$ cat src/rtl/audio_irq_dma_ctrl.sv
module audio_irq_dma_ctrl #(
  parameter int LVL_W = 5,
  parameter int THR_W = 4
) (
  input  logic             clk,
  input  logic             rst_n,
  input  logic             bus_we,
  input  logic [7:0]       bus_addr,
  input  logic [31:0]      bus_wdata,
  output logic [31:0]      bus_rdata,
  input  logic [3:0]       pb_evt,
  input  logic [3:0]       cap_evt,
  input  logic [LVL_W-1:0] pb_level,
  input  logic [LVL_W-1:0] cap_level,
  output logic             irq,
  output logic             pb_dma_req,
  output logic             cap_dma_req
);
  localparam logic [11:0] EVT_MASK = 12'hF0F;
  localparam logic [7:0] A_RAW = 8'h24, A_MSK = 8'h28, A_IES = 8'h2C, A_IEC = 8'h30,
                         A_WAKE = 8'h34, A_DMS = 8'h38, A_DMC = 8'h3C, A_DWAKE = 8'h40,
                         A_CTRL = 8'h44, A_THP = 8'h50, A_THC = 8'h54;
  localparam int CMP_W = (LVL_W > THR_W) ? LVL_W : THR_W;

  logic [11:0] raw_q, ien_q, wake_q;
  logic [1:0]  dma_q, dwake_q;
  logic [12:0] ctrl_q;
  logic [THR_W-1:0] thr_pb_q, thr_cap_q;

  wire pb_rst  = ctrl_q[12];
  wire cap_rst = ctrl_q[11];
  wire [11:0] wmask = bus_wdata[11:0] & EVT_MASK;
  wire [11:0] evt_vec = {cap_evt, 4'b0000, pb_evt};
  wire [11:0] ack = (bus_we && bus_addr == A_MSK) ? wmask : 12'h000;
  wire [11:0] hold = ~{{4{cap_rst}}, 4'b0000, {4{pb_rst}}};
  wire [11:0] raw_d = ((raw_q & ~ack) | evt_vec) & hold;
  wire [11:0] masked = raw_q & ien_q;

  always_ff @(posedge clk) begin
    if (!rst_n) begin
      raw_q <= '0; ien_q <= '0; wake_q <= '0;
      dma_q <= '0; dwake_q <= '0; ctrl_q <= '0;
      thr_pb_q <= '0; thr_cap_q <= '0;
    end else begin
      raw_q <= raw_d;
      if (bus_we) begin
        case (bus_addr)
          A_IES:   ien_q <= ien_q | wmask;
          A_IEC:   ien_q <= ien_q & ~wmask;
          A_WAKE:  wake_q <= wmask;
          A_DMS:   dma_q <= dma_q | bus_wdata[1:0];
          A_DMC:   dma_q <= dma_q & ~bus_wdata[1:0];
          A_DWAKE: dwake_q <= bus_wdata[1:0];
          A_CTRL:  ctrl_q <= bus_wdata[12:0];
          A_THP:   thr_pb_q <= bus_wdata[THR_W-1:0];
          A_THC:   thr_cap_q <= bus_wdata[THR_W-1:0];
          default: ;
        endcase
      end
    end
  end

  always_comb begin
    case (bus_addr)
      A_RAW:        bus_rdata = {20'd0, raw_q};
      A_MSK:        bus_rdata = {20'd0, masked};
      A_IES, A_IEC: bus_rdata = {20'd0, ien_q};
      A_WAKE:       bus_rdata = {20'd0, wake_q};
      A_DMS, A_DMC: bus_rdata = {30'd0, dma_q};
      A_DWAKE:      bus_rdata = {30'd0, dwake_q};
      A_CTRL:       bus_rdata = {19'd0, ctrl_q};
      A_THP:        bus_rdata = 32'(thr_pb_q);
      A_THC:        bus_rdata = 32'(thr_cap_q);
      default:      bus_rdata = 32'd0;
    endcase
  end

  assign irq         = |masked;
  assign pb_dma_req  = dma_q[0] & ~pb_rst  & (CMP_W'(pb_level)  <= CMP_W'(thr_pb_q));
  assign cap_dma_req = dma_q[1] & ~cap_rst & (CMP_W'(cap_level) >= CMP_W'(thr_cap_q));
endmodule

$ cat config.mk
export PLATFORM = sky130hd
export DESIGN_NAME = audio_irq_dma_ctrl
export DESIGN_NICKNAME = d
export VERILOG_FILES = /design/src/rtl/audio_irq_dma_ctrl.sv
export SDC_FILE = /design/constraint.sdc
export NUM_CORES = 1
export LEC_CHECK = 0
export ABC_AREA = 1
export BUFFER_PORTS_ARGS = -buffer_cell sky130_fd_sc_hd__buf_4
export CAP_MARGIN = 20
export CORE_AREA = 4 4 99 101
export CTS_CLUSTER_SIZE = 16
export DETAILED_ROUTE_END_ITERATION = 8
export DIE_AREA = 0 0 103 105
export PLACE_DENSITY = 0.66
export SKIP_CTS_REPAIR_TIMING = 1
export SLEW_MARGIN = 10
export SYNTH_ARGS = -nofsm -noshare
export SYNTH_HDL_FRONTEND = slang
export SYNTH_SLANG_ARGS = --single-unit
$ cat constraint.sdc
create_clock -name clk -period 2.31 [get_ports clk]
set_clock_uncertainty 0.2 [all_clocks]
set_input_delay 0.693 -clock clk [delete_from_list [all_inputs] [get_ports clk]]
set_output_delay 0.693 -clock clk [all_outputs]
set_load 0.05 [all_outputs]
* Yosys cells after proc, flatten, opt, wreduce, memory -nomap -nowiden
Cells that the tools add are included.
** Word-level totals
- Flip-flop bits (word level) :: 57
- Input port bits :: 61
- Output and inout bits :: 35
** Cells by class
- Order comparisons :: 2
- Eq/ne operators :: 11
- Muxes and demuxes :: 4
- Bitwise logic cells :: 18
- Reduce and logical (&&, ||, !) cells :: 13
** Operators with widths (number)
- $pmux W13 S9 :: 1
- $eq A8 B6 Y1 const B :: 7
- $and A12 B12 Y12 :: 4
- $not A12 Y12 :: 3
- $eq A8 B7 Y1 const B :: 4
- $or A12 B12 Y12 :: 2
- $pmux W12 S2 :: 1
- $reduce_and A2 Y1 :: 7
- $mux W12 :: 1
- $reduce_or A12 Y1 :: 1
- $ge A5 B4 Y1 :: 1
- $le A5 B4 Y1 :: 1
- $and A1 B1 Y1 :: 4
- $pmux W2 S2 :: 1
- $reduce_bool A2 Y1 :: 2
- $reduce_or A2 Y1 :: 2
- $and A2 B2 Y2 :: 1
- $not A1 Y1 :: 2
- $not A2 Y2 :: 1
- $or A2 B2 Y2 :: 1
- $logic_and A1 B1 Y1 :: 1

* Logic depth before layout (Yosys ltp)
Gate-level depths: netlist of the first run.
- Word-level depth :: 7
- Depth in mapped cells :: 10

* Least setup slack after synthesis of the first run
Ideal clock, no wire load.
- Path kind :: input to output
- From :: input pb_level[3]
- To :: output pb_dma_req
- Arrival :: 1959 ps
- Required time :: 1417 ps
- Path slack :: -542 ps
- Stages :: 4
- Cells stage by stage :: ha_1 > a21oi_1 > o21ai_0 > a21oi_1
** On the way
- Cells in the longest elaborated chain, start to end :: 2
** RTL lines
- start: declaration :: line 13 : input logic [LVL_W-1:0] pb_level,
- $le A5 B4 Y1 :: line 79 : assign pb_dma_req = dma_q[0] & ~pb_rst & (CMP_W'(pb_level) <= CMP_W'(thr_pb_q));
- $and A1 B1 Y1 :: line 79
- end: declaration :: line 16 : output logic pb_dma_req,
Every way passes these cells.

* Final worst setup path of the first run
- From :: input bus_addr[6]
- To :: output bus_rdata[0]
** On the way
- Cells in the longest elaborated chain, start to end :: 3
- Elaborated cells between the ends (all ways) :: 14
** RTL lines
- start: declaration :: line 8 : input logic [7:0] bus_addr,
- $eq A8 B6 Y1 :: line 64 : case (bus_addr)
- $reduce_or A2 Y1 :: line 64
- $pmux W13 S9 * :: line 64
- end: declaration :: line 10 : output logic [31:0] bus_rdata,
Mark *: on every way between the ends. The rest lies on a longest branch, timed or not.

==> run metrics, run 1 <==
status=complete, but fails checks; failing checks=setup timing; Avg Cell Area, Syn=between 6 and 7 µm²; Ys Warns=0; worst-skew pair later-pin latency=310 ps; leakage=about 2.0 nW; row count=35; Die Span Y=105 µm; peak supply drop=between 0.2 and 0.3 mV; CORE AREA=9020 µm²; WHS=approximately 270 ps; maximum number of pins on one net before global-route repair=29; Final period util=1.17; Total Power=1.86 mW; Pins Over Slew Limit=0; Post-synth EDFFs=0; DRT antenna net count=0; number of diodes=0; Initial DRC Count=224; Initial Utilization=0.339; detailed placement HPWL=around 6900 µm; Slew @ Worst Pin=499 ps; worst hold path type=reg -> reg; routed wire length=~10000 µm; total CTS buffers=5; Final GP Congestion=0.842; WHS Endpoint=wake_q[9]; crit end category=output pin; capturing point of the worst reg2reg path=raw_q[11]; area grow syn2layout=54.3%; final core occ=0.522; CP Data Required Time=approximately 1400 ps; hold path startpoint=wake_q[9]; kind of critical path=in -> out; grt ovf=0; async set-reset flop share out of synthesis=0; register area share after synthesis=0.321; Hold Vio Cnt, Final=0; CP arrival=between 1500 and 2000 ps; CTS tree=done; initial antenna violation count=0; final-layout fill cell count=826; Non-Filler Instances=679; IO Count=96; fmax=0.370 GHz; fin crit period=2700 ps; vias per cell=4.88; total number of vias=between 3000 and 4000; RSZ-0062 raised after global routing=yes; post-synthesis cell type count=23; clk root buf=clkbuf_8; Slew HR=0.667; hold path depth=2; first-pass GRT wire length=between 10000 and 15000 µm; level count of the clock H-tree=2; Final setup viols=15; Maximum Capacitance Violations=0; flops & latches, synth=49; vias in the first global route=3072; critical-path maximum fanout=6; first-pass iteration count of the detailed router=4; placed cell count=between 600 and 700; Startpoint Class=input pin; Cells after Synth=478; IO Port Bufs=57; nets@finish=636; clock sinks=a little under 50; Longest Clk Path Bufs=2; layout cell share with drive strength beyond 1=0.375; Post-synth top flop=dfxtp_1; pre-CTS setup slack=-467 ps; Die ar.=10800 µm²; power density cells=394 nW/µm²; Reg area=983 µm²; wire length per cell=approximately 14 µm; residual DRC count=0; All-Layer GR Usage=0.166; r2r startpoint=ctrl_q[11]; fin worst setup slack=-389 ps; die width=103 µm; cell area after synthesis=between 3000 and 4000 µm²; multi-input logic area=2220 µm²; reg2reg setup slack=approximately 1300 ps; R2R depth=3; clock slew at reported path FFs=around 90 ps
layout make-up:
cell class | instances | share of cell area
multi-input combinational | 352 | 0.472
tap | 111 | 0.0295
timing repair buffer | 100 | 0.206
clock inverter | 1 | 0.00637
sequential | 49 | 0.209
inverter | 59 | 0.0595
clock buffer | 7 | 0.0183
cell usage after synthesis, types with 3 or more instances:
library cell  instances  area (µm²)
nand3_1              60         300
buf_2                 7        35.0
buf_4                19         143
buf_6                 4        45.0
ha_1                  8         100
o21ai_1              10        50.1
nand3b_1              4        30.0
nor2_4                6        67.6
buf_1                 3        11.3
dfxtp_1              49         981
nand2_2               5        31.3
nor3_1                4        20.0
inv_2                 6        22.5
nor2_1               69         259
nand4_1              15        93.8
nand2_1              97         364
a21oi_1              44         220
inv_1                53         199
clkbuf_1              4        15.0
o21ai_0               7        35.0
logic make-up after synthesis:
logic type,Yosys count,synth area share
simple gates,263,0.391
flops,49,0.321
fa+ha+maj,8,0.0328
buf+inv,96,0.154
other cells,1,0.00123
compound gates,61,0.0999
cell usage in the layout (no fill, tap or decap), types with 6 or more instances in the layout:
| master | count |
|---|---|
| inv_1 | 44 |
| nand2_1 | 80 |
| buf_8 | 14 |
| a21oi_4 | 8 |
| nand4_1 | 15 |
| nor2_2 | 16 |
| conb_1 | 19 |
| o21ai_1 | 11 |
| inv_2 | 7 |
| nor2_4 | 16 |
| buf_6 | 17 |
| nand3_1 | 49 |
| clkbuf_8 | 6 |
| nor2_1 | 43 |
| a21oi_1 | 33 |
| nand2_4 | 10 |
| ha_4 | 6 |
| dfxtp_1 | 47 |
| nand2_2 | 11 |
| buf_4 | 65 |
| nand3_4 | 6 |
stage by stage:
step                      setup TNS, ps  instance area (µm²)
after floorplan                   -1140                 3450
after global placement            -5960                 4010
after detailed placement          -6190                 4010
after CTS                         -6210                 4130
after global routing              -5380                 4710
final                             -4670                 4710
worst max path at each step:
stage                     depth (start not counted)         from  slack (ps)           end
after floorplan                                   4  pb_level[1]        -160    pb_dma_req
after global placement                           10  bus_addr[1]        -460  bus_rdata[2]
after detailed placement                         10  bus_addr[1]        -470  bus_rdata[2]
after CTS                                        10  bus_addr[1]        -470  bus_rdata[2]
after global routing                             11  bus_addr[4]        -450  bus_rdata[0]
final                                            11  bus_addr[6]        -390  bus_rdata[0]
metal layers:
layer,track usage,routed length [µm],up-vias
met4,0.0490,170,0
met5,0,0,-
met1,0.227,4170,1525
li1,-,-,1676
met2,0.265,5040,97
met3,0.0267,459,13
report_power, final:
group | switching [mW] | internal (mW) | leakage, nW
clock | 0.293 | 0.354 | 0.0585
sequential | 0.0107 | 0.855 | 0.398
combinational | 0.218 | 0.127 | 1.58
critical path: stages:
cell	delay [ps]
buf_8	110
inv_6	60
nand2_8	60
nor2_4	170
buf_8	140
buf_6	110
nand3b_1	80
nand2_1	100
nor2_2	60
nand3_4	80
buf_8	150
No activity file was read; power rests on OpenSTA's default activity.
==> run 2, diff against run 1 <==
Settings changed: RECOVER_POWER set to 100.
==> run 2 against run 1 <==
Compared with the run above:
- the run still ends with setup timing left
- sequential share of layout area barely moved
- sequential cell count stayed put
- routed wire length decreased by 0.51%
- critical path depth did not move
- largest power group unchanged
- highest routed layer unchanged
==> run metrics, run 2 (synthesis gave the netlist of run 1 again) <==
Final GP Congestion=0.842 (unchanged); first-pass iteration count of the detailed router=4 (unchanged); Final setup viols=15 (unchanged); hold path startpoint=wake_q[9]; CTS tree=done; placed cell count=661 (unchanged); Slew HR=0.665 (-0.00165); Initial DRC Count=202 (-9.8%); Longest Clk Path Bufs=2 (unchanged); initial antenna violation count=0 (unchanged); total CTS buffers=5 (unchanged); post-placement cell area=4010 µm² (unchanged); row count=35 (unchanged); register share of total power=0.467 (about the same); worst hold path type=reg -> reg; commonest non-fill, non-tap cell in the layout=nand2_1; area grow syn2layout=54.1% (about the same); fin worst setup slack=-393 ps (-3.53 ps); All-Layer GR Usage=0.166 (unchanged); Pins Over Slew Limit=0 (unchanged); most frequent cells in the layout=nand2_1, buf_4, nand3_1; number of diodes=0 (unchanged); Slew @ Worst Pin=502 ps (+2.47 ps); grt ovf=0 (unchanged); Clock Power Share=0.348 (about the same); maximum number of pins on one net before global-route repair=29 (unchanged); crit end category=output pin; detailed placement HPWL=6950 µm (unchanged); failing checks=setup timing; Startpoint Class=input pin; clock slew at reported path FFs=90 ps (about the same); total number of vias=3342 (+0.94%); level count of the clock H-tree=2 (unchanged); final core occ=0.522 (about the same); pre-CTS setup slack=-467 ps (unchanged); kind of critical path=in -> out; die width=103 µm (unchanged); fin crit period=2700 ps (+3.53 ps); final-layout fill cell count=828 (+0.24%); CP Data Required Time=1420 ps (about the same); Switching Share=0.281 (about the same); P_sw=0.521 mW (about the same); final instance area=4710 µm² (about the same); vias per cell=4.92 (+0.94%); vias in the first global route=3072 (unchanged); peak supply drop=0.270 mV (+0.60%); RSZ-0062 raised after global routing=yes; DRT antenna net count=0 (unchanged); Initial Utilization=0.339 (unchanged); Die Span Y=105 µm (unchanged); critical-path maximum fanout=5 (-1); leakage=2.03 nW (-0.21%); layout cell share with drive strength beyond 1=0.373 (-0.00176); IO Count=96 (unchanged); Comb power frac=0.185 (about the same); Die ar.=10800 µm² (unchanged); residual DRC count=0 (unchanged); IO Port Bufs=57 (unchanged); CORE AREA=9020 µm² (unchanged); Final period util=1.17 (+0.00153); clk root buf=clkbuf_8; r2r startpoint=ctrl_q[11]; wire length per cell=14.4 µm (-0.51%); Non-Filler Instances=679 (unchanged); power density cells=394 nW/µm² (about the same); routed wire length=9790 µm (-0.51%); Hold Vio Cnt, Final=0 (unchanged); clock sinks=49 (unchanged); Total Power=1.86 mW (about the same); P_int=1.34 mW (about the same); nets@finish=636 (unchanged); fmax=0.370 GHz (-0.13%); first-pass GRT wire length=14400 µm (unchanged); CP arrival=1810 ps (about the same); Worst Setup SP=bus_addr[3]; status=complete, but fails checks; worst-skew pair later-pin latency=310 ps (about the same); Maximum Capacitance Violations=0 (unchanged)
[run 2: path summary, 6_finish.rpt]
path	endpoint	cells past startpoint	slack, ps
max reg2reg	raw_q[11]	3	1260
min	wake_q[9]	2	270
max	bus_rdata[0]	11	-390
min reg2reg	wake_q[9]	2	270
[run 2: power groups by stage]
stage          clock network [mW]  registers, mW  logic, mW
6_report                    0.646          0.866      0.344
5_1_grt                     0.691          0.868      0.371
4_1_cts                     0.653          0.865      0.291
3_5_place_dp                    0          0.885      0.291
3_3_place_gp                    0          0.885      0.284
2_1_floorplan                   0          0.881      0.204
[run 2: per-layer routing]
metal,GRT usage,part of all wire,routed length (µm),up-vias
met2,0.265,0.51,5000,91
li1,-,-,-,1676
met4,0.0490,0.017,163,0
met5,0,0,0,-
met3,0.0267,0.044,427,15
met1,0.227,0.43,4190,1560
[run 2: cell type report]
type	count	area [µm²]	share of cell area
repair buffers	100	966	0.205
well taps	111	139	0.0295
inverters	59	280	0.0595
clock buffers	7	86.3	0.0183
multi-input cells	352	2220	0.472
flip-flops and latches	49	983	0.209
clock inverters	1	30.0	0.00638
[run 2: through the flow]
step | setup TNS, ps | hold slack [ps]
final | -4690 | 272
after global routing | -5380 | 292
after CTS | -6210 | 269
after detailed placement | -6190 | 256
after global placement | -5960 | 250
after floorplan | -1140 | 241
[run 2: critical path: stages]
cell and delay [ps]:
buf_8 110, inv_6 50, buf_6 110, nand2_4 50
nor2_4 160, buf_6 160, nand3_2 100, nand2_2 110
nor2_4 50, nand3_4 80, buf_8 150
==> run 3, diff against run 2 <==
Settings changed: CORE_AREA 4 4 99 101 to 2 2 136 72, DIE_AREA 0 0 103 105 to 0 0 138 74.
==> run 3 against run 2 <==
Compared with the run above:
- the flow still finishes with violations (setup timing)
- first-iteration DRC count up 50%
- combinational power rose by 3%
- die area down 5.6%
- worst hold slack got worse by 3.7 ps
- cell area is 3.0% higher
- sequential power is essentially flat
- critical path type unchanged
- largest cell class unchanged
==> run metrics, run 3 (synthesis gave the netlist of run 1 again) <==
All-Layer GR Usage=0.195 (+0.0295); IO Port Bufs=57 (unchanged); nets@finish=640 (+0.63%); initial antenna violation count=0 (unchanged); Pins Over Slew Limit=0 (unchanged); residual DRC count=0 (unchanged); vias in the first global route=3157 (+2.8%); vias per cell=4.99 (+1.4%); wire length per cell=15.0 µm (+4.4%); Top delay family on crit path=buffers and inverters; critical-path maximum fanout=6 (+1); worst path cell trace=buf_12, inv_8, nand2_8, nor2_4, buf_12, nand2_8, buf_8, nor2_4, buf_8; peak supply drop=0.300 mV (+11%); level count of the clock H-tree=2 (unchanged); Total Power=2.11 mW (+14%); Reg area=986 µm² (+0.25%); failing checks=setup timing; critical path's slowest cell=nor2_4; Die ar.=10200 µm² (-5.6%); commonest non-fill, non-tap cell in the layout=nand2_1; clock slew at reported path FFs=70 ps (-20 ps); power density cells=434 nW/µm² (+10%); RSZ-0062 raised after global routing=yes; Longest Clk Path Bufs=2 (unchanged); status=complete, but fails checks; first-pass GRT wire length=15800 µm (+9.6%); Maximum Capacitance Violations=0 (unchanged); final core occ=0.535 (+0.0128); Final setup viols=15 (unchanged); pre-CTS setup slack=-499 ps (-32.5 ps); total number of vias=3460 (+3.5%); CORE AREA=9070 µm² (+0.55%); Slew @ Worst Pin=526 ps (+24.3 ps); crit path buf inv count=5 (unchanged); first-pass iteration count of the detailed router=5 (+1); fin crit period=2700 ps (-7.72 ps); crit end category=output pin; maximum number of pins on one net before global-route repair=29 (unchanged); Final GP Congestion=0.893 (+6.1%); routed wire length=10400 µm (+6.5%); Die Span Y=74 µm (-30%); layout cell share with drive strength beyond 1=0.414 (+0.0411); fmax=0.371 GHz (+0.29%); area grow syn2layout=58.8%; worst-skew pair later-pin latency=290 ps (-20 ps); grt ovf=0 (unchanged); CP Data Required Time=1420 ps (about the same); clock sinks=49 (unchanged); kind of critical path=in -> out; number of diodes=0 (unchanged); fin worst setup slack=-385 ps (+7.72 ps); CP arrival=1800 ps (about the same); leakage=2.06 nW (+1.4%); die width=138 µm (+34%); Non-Filler Instances=693 (+2.1%); Hold Vio Cnt, Final=0 (unchanged); total CTS buffers=5 (unchanged); detailed placement HPWL=7470 µm (+7.6%); Startpoint Class=input pin; Initial DRC Count=303 (+50%); reg2reg setup slack=1200 ps (-60 ps); IO Count=96 (unchanged); DRT antenna net count=0 (unchanged); Final period util=1.17 (-0.00334); most frequent cells in the layout=nand2_1, buf_4, nand3_1; placed cell count=677 (+2.4%); clk root buf=clkbuf_16; row count=25 (-29%); final-layout fill cell count=883 (+6.6%); Max stage delay on crit path=170 ps (about the same); multi-input logic area=2260 µm² (+1.8%); Slew HR=0.649 (-0.0162); CTS tree=done; Initial Utilization=0.337 (-0.00187); worst hold path type=reg -> reg
## run 3: per-stage QoR
stage	instance area [µm²]	hold WS [ps]	setup TNS (ps)
5_1_grt	4850	293	-5880
3_3_place_gp	4090	248	-6150
3_5_place_dp	4090	255	-6300
4_1_cts	4270	265	-6370
6_report	4850	268	-5180
2_1_floorplan	3450	241	-1140
## run 3: path summary, 6_finish.rpt
path | start | depth (start not counted) | to
max | bus_addr[1] | 9 | bus_rdata[5]
min | wake_q[11] | 2 | wake_q[11]
max reg2reg | ctrl_q[11] | 3 | raw_q[8]
min reg2reg | wake_q[11] | 2 | wake_q[11]
## run 3: final cells by class
| type | count | area share |
|---|---|---|
| Multi-Input combinational cell | 352 | 0.467 |
| Sequential cell | 49 | 0.203 |
| Timing Repair Buffer | 104 | 0.203 |
| Inverter | 59 | 0.0598 |
| Tap cell | 121 | 0.0312 |
| Clock buffer | 6 | 0.0286 |
| Clock inverter | 2 | 0.00774 |
## run 3: worst register-to-register path, stage by stage, from the launching register on
cell and delay, ps:
dfxtp_1 320, inv_1 170, nand2_1 200, a21oi_1 170
## run 3: metal layers
metal	wire, µm	global-route usage
met2	4410	0.287
met5	0	0
met4	60	0.0329
met3	1020	0.0431
met1	4930	0.296
## run 3: power by group
group	internal [mW]	switching, mW	total (mW)
Combinational	0.129	0.227	0.356
Sequential	0.856	0.0123	0.868
Clock	0.541	0.342	0.884
Total	1.53	0.582	2.11
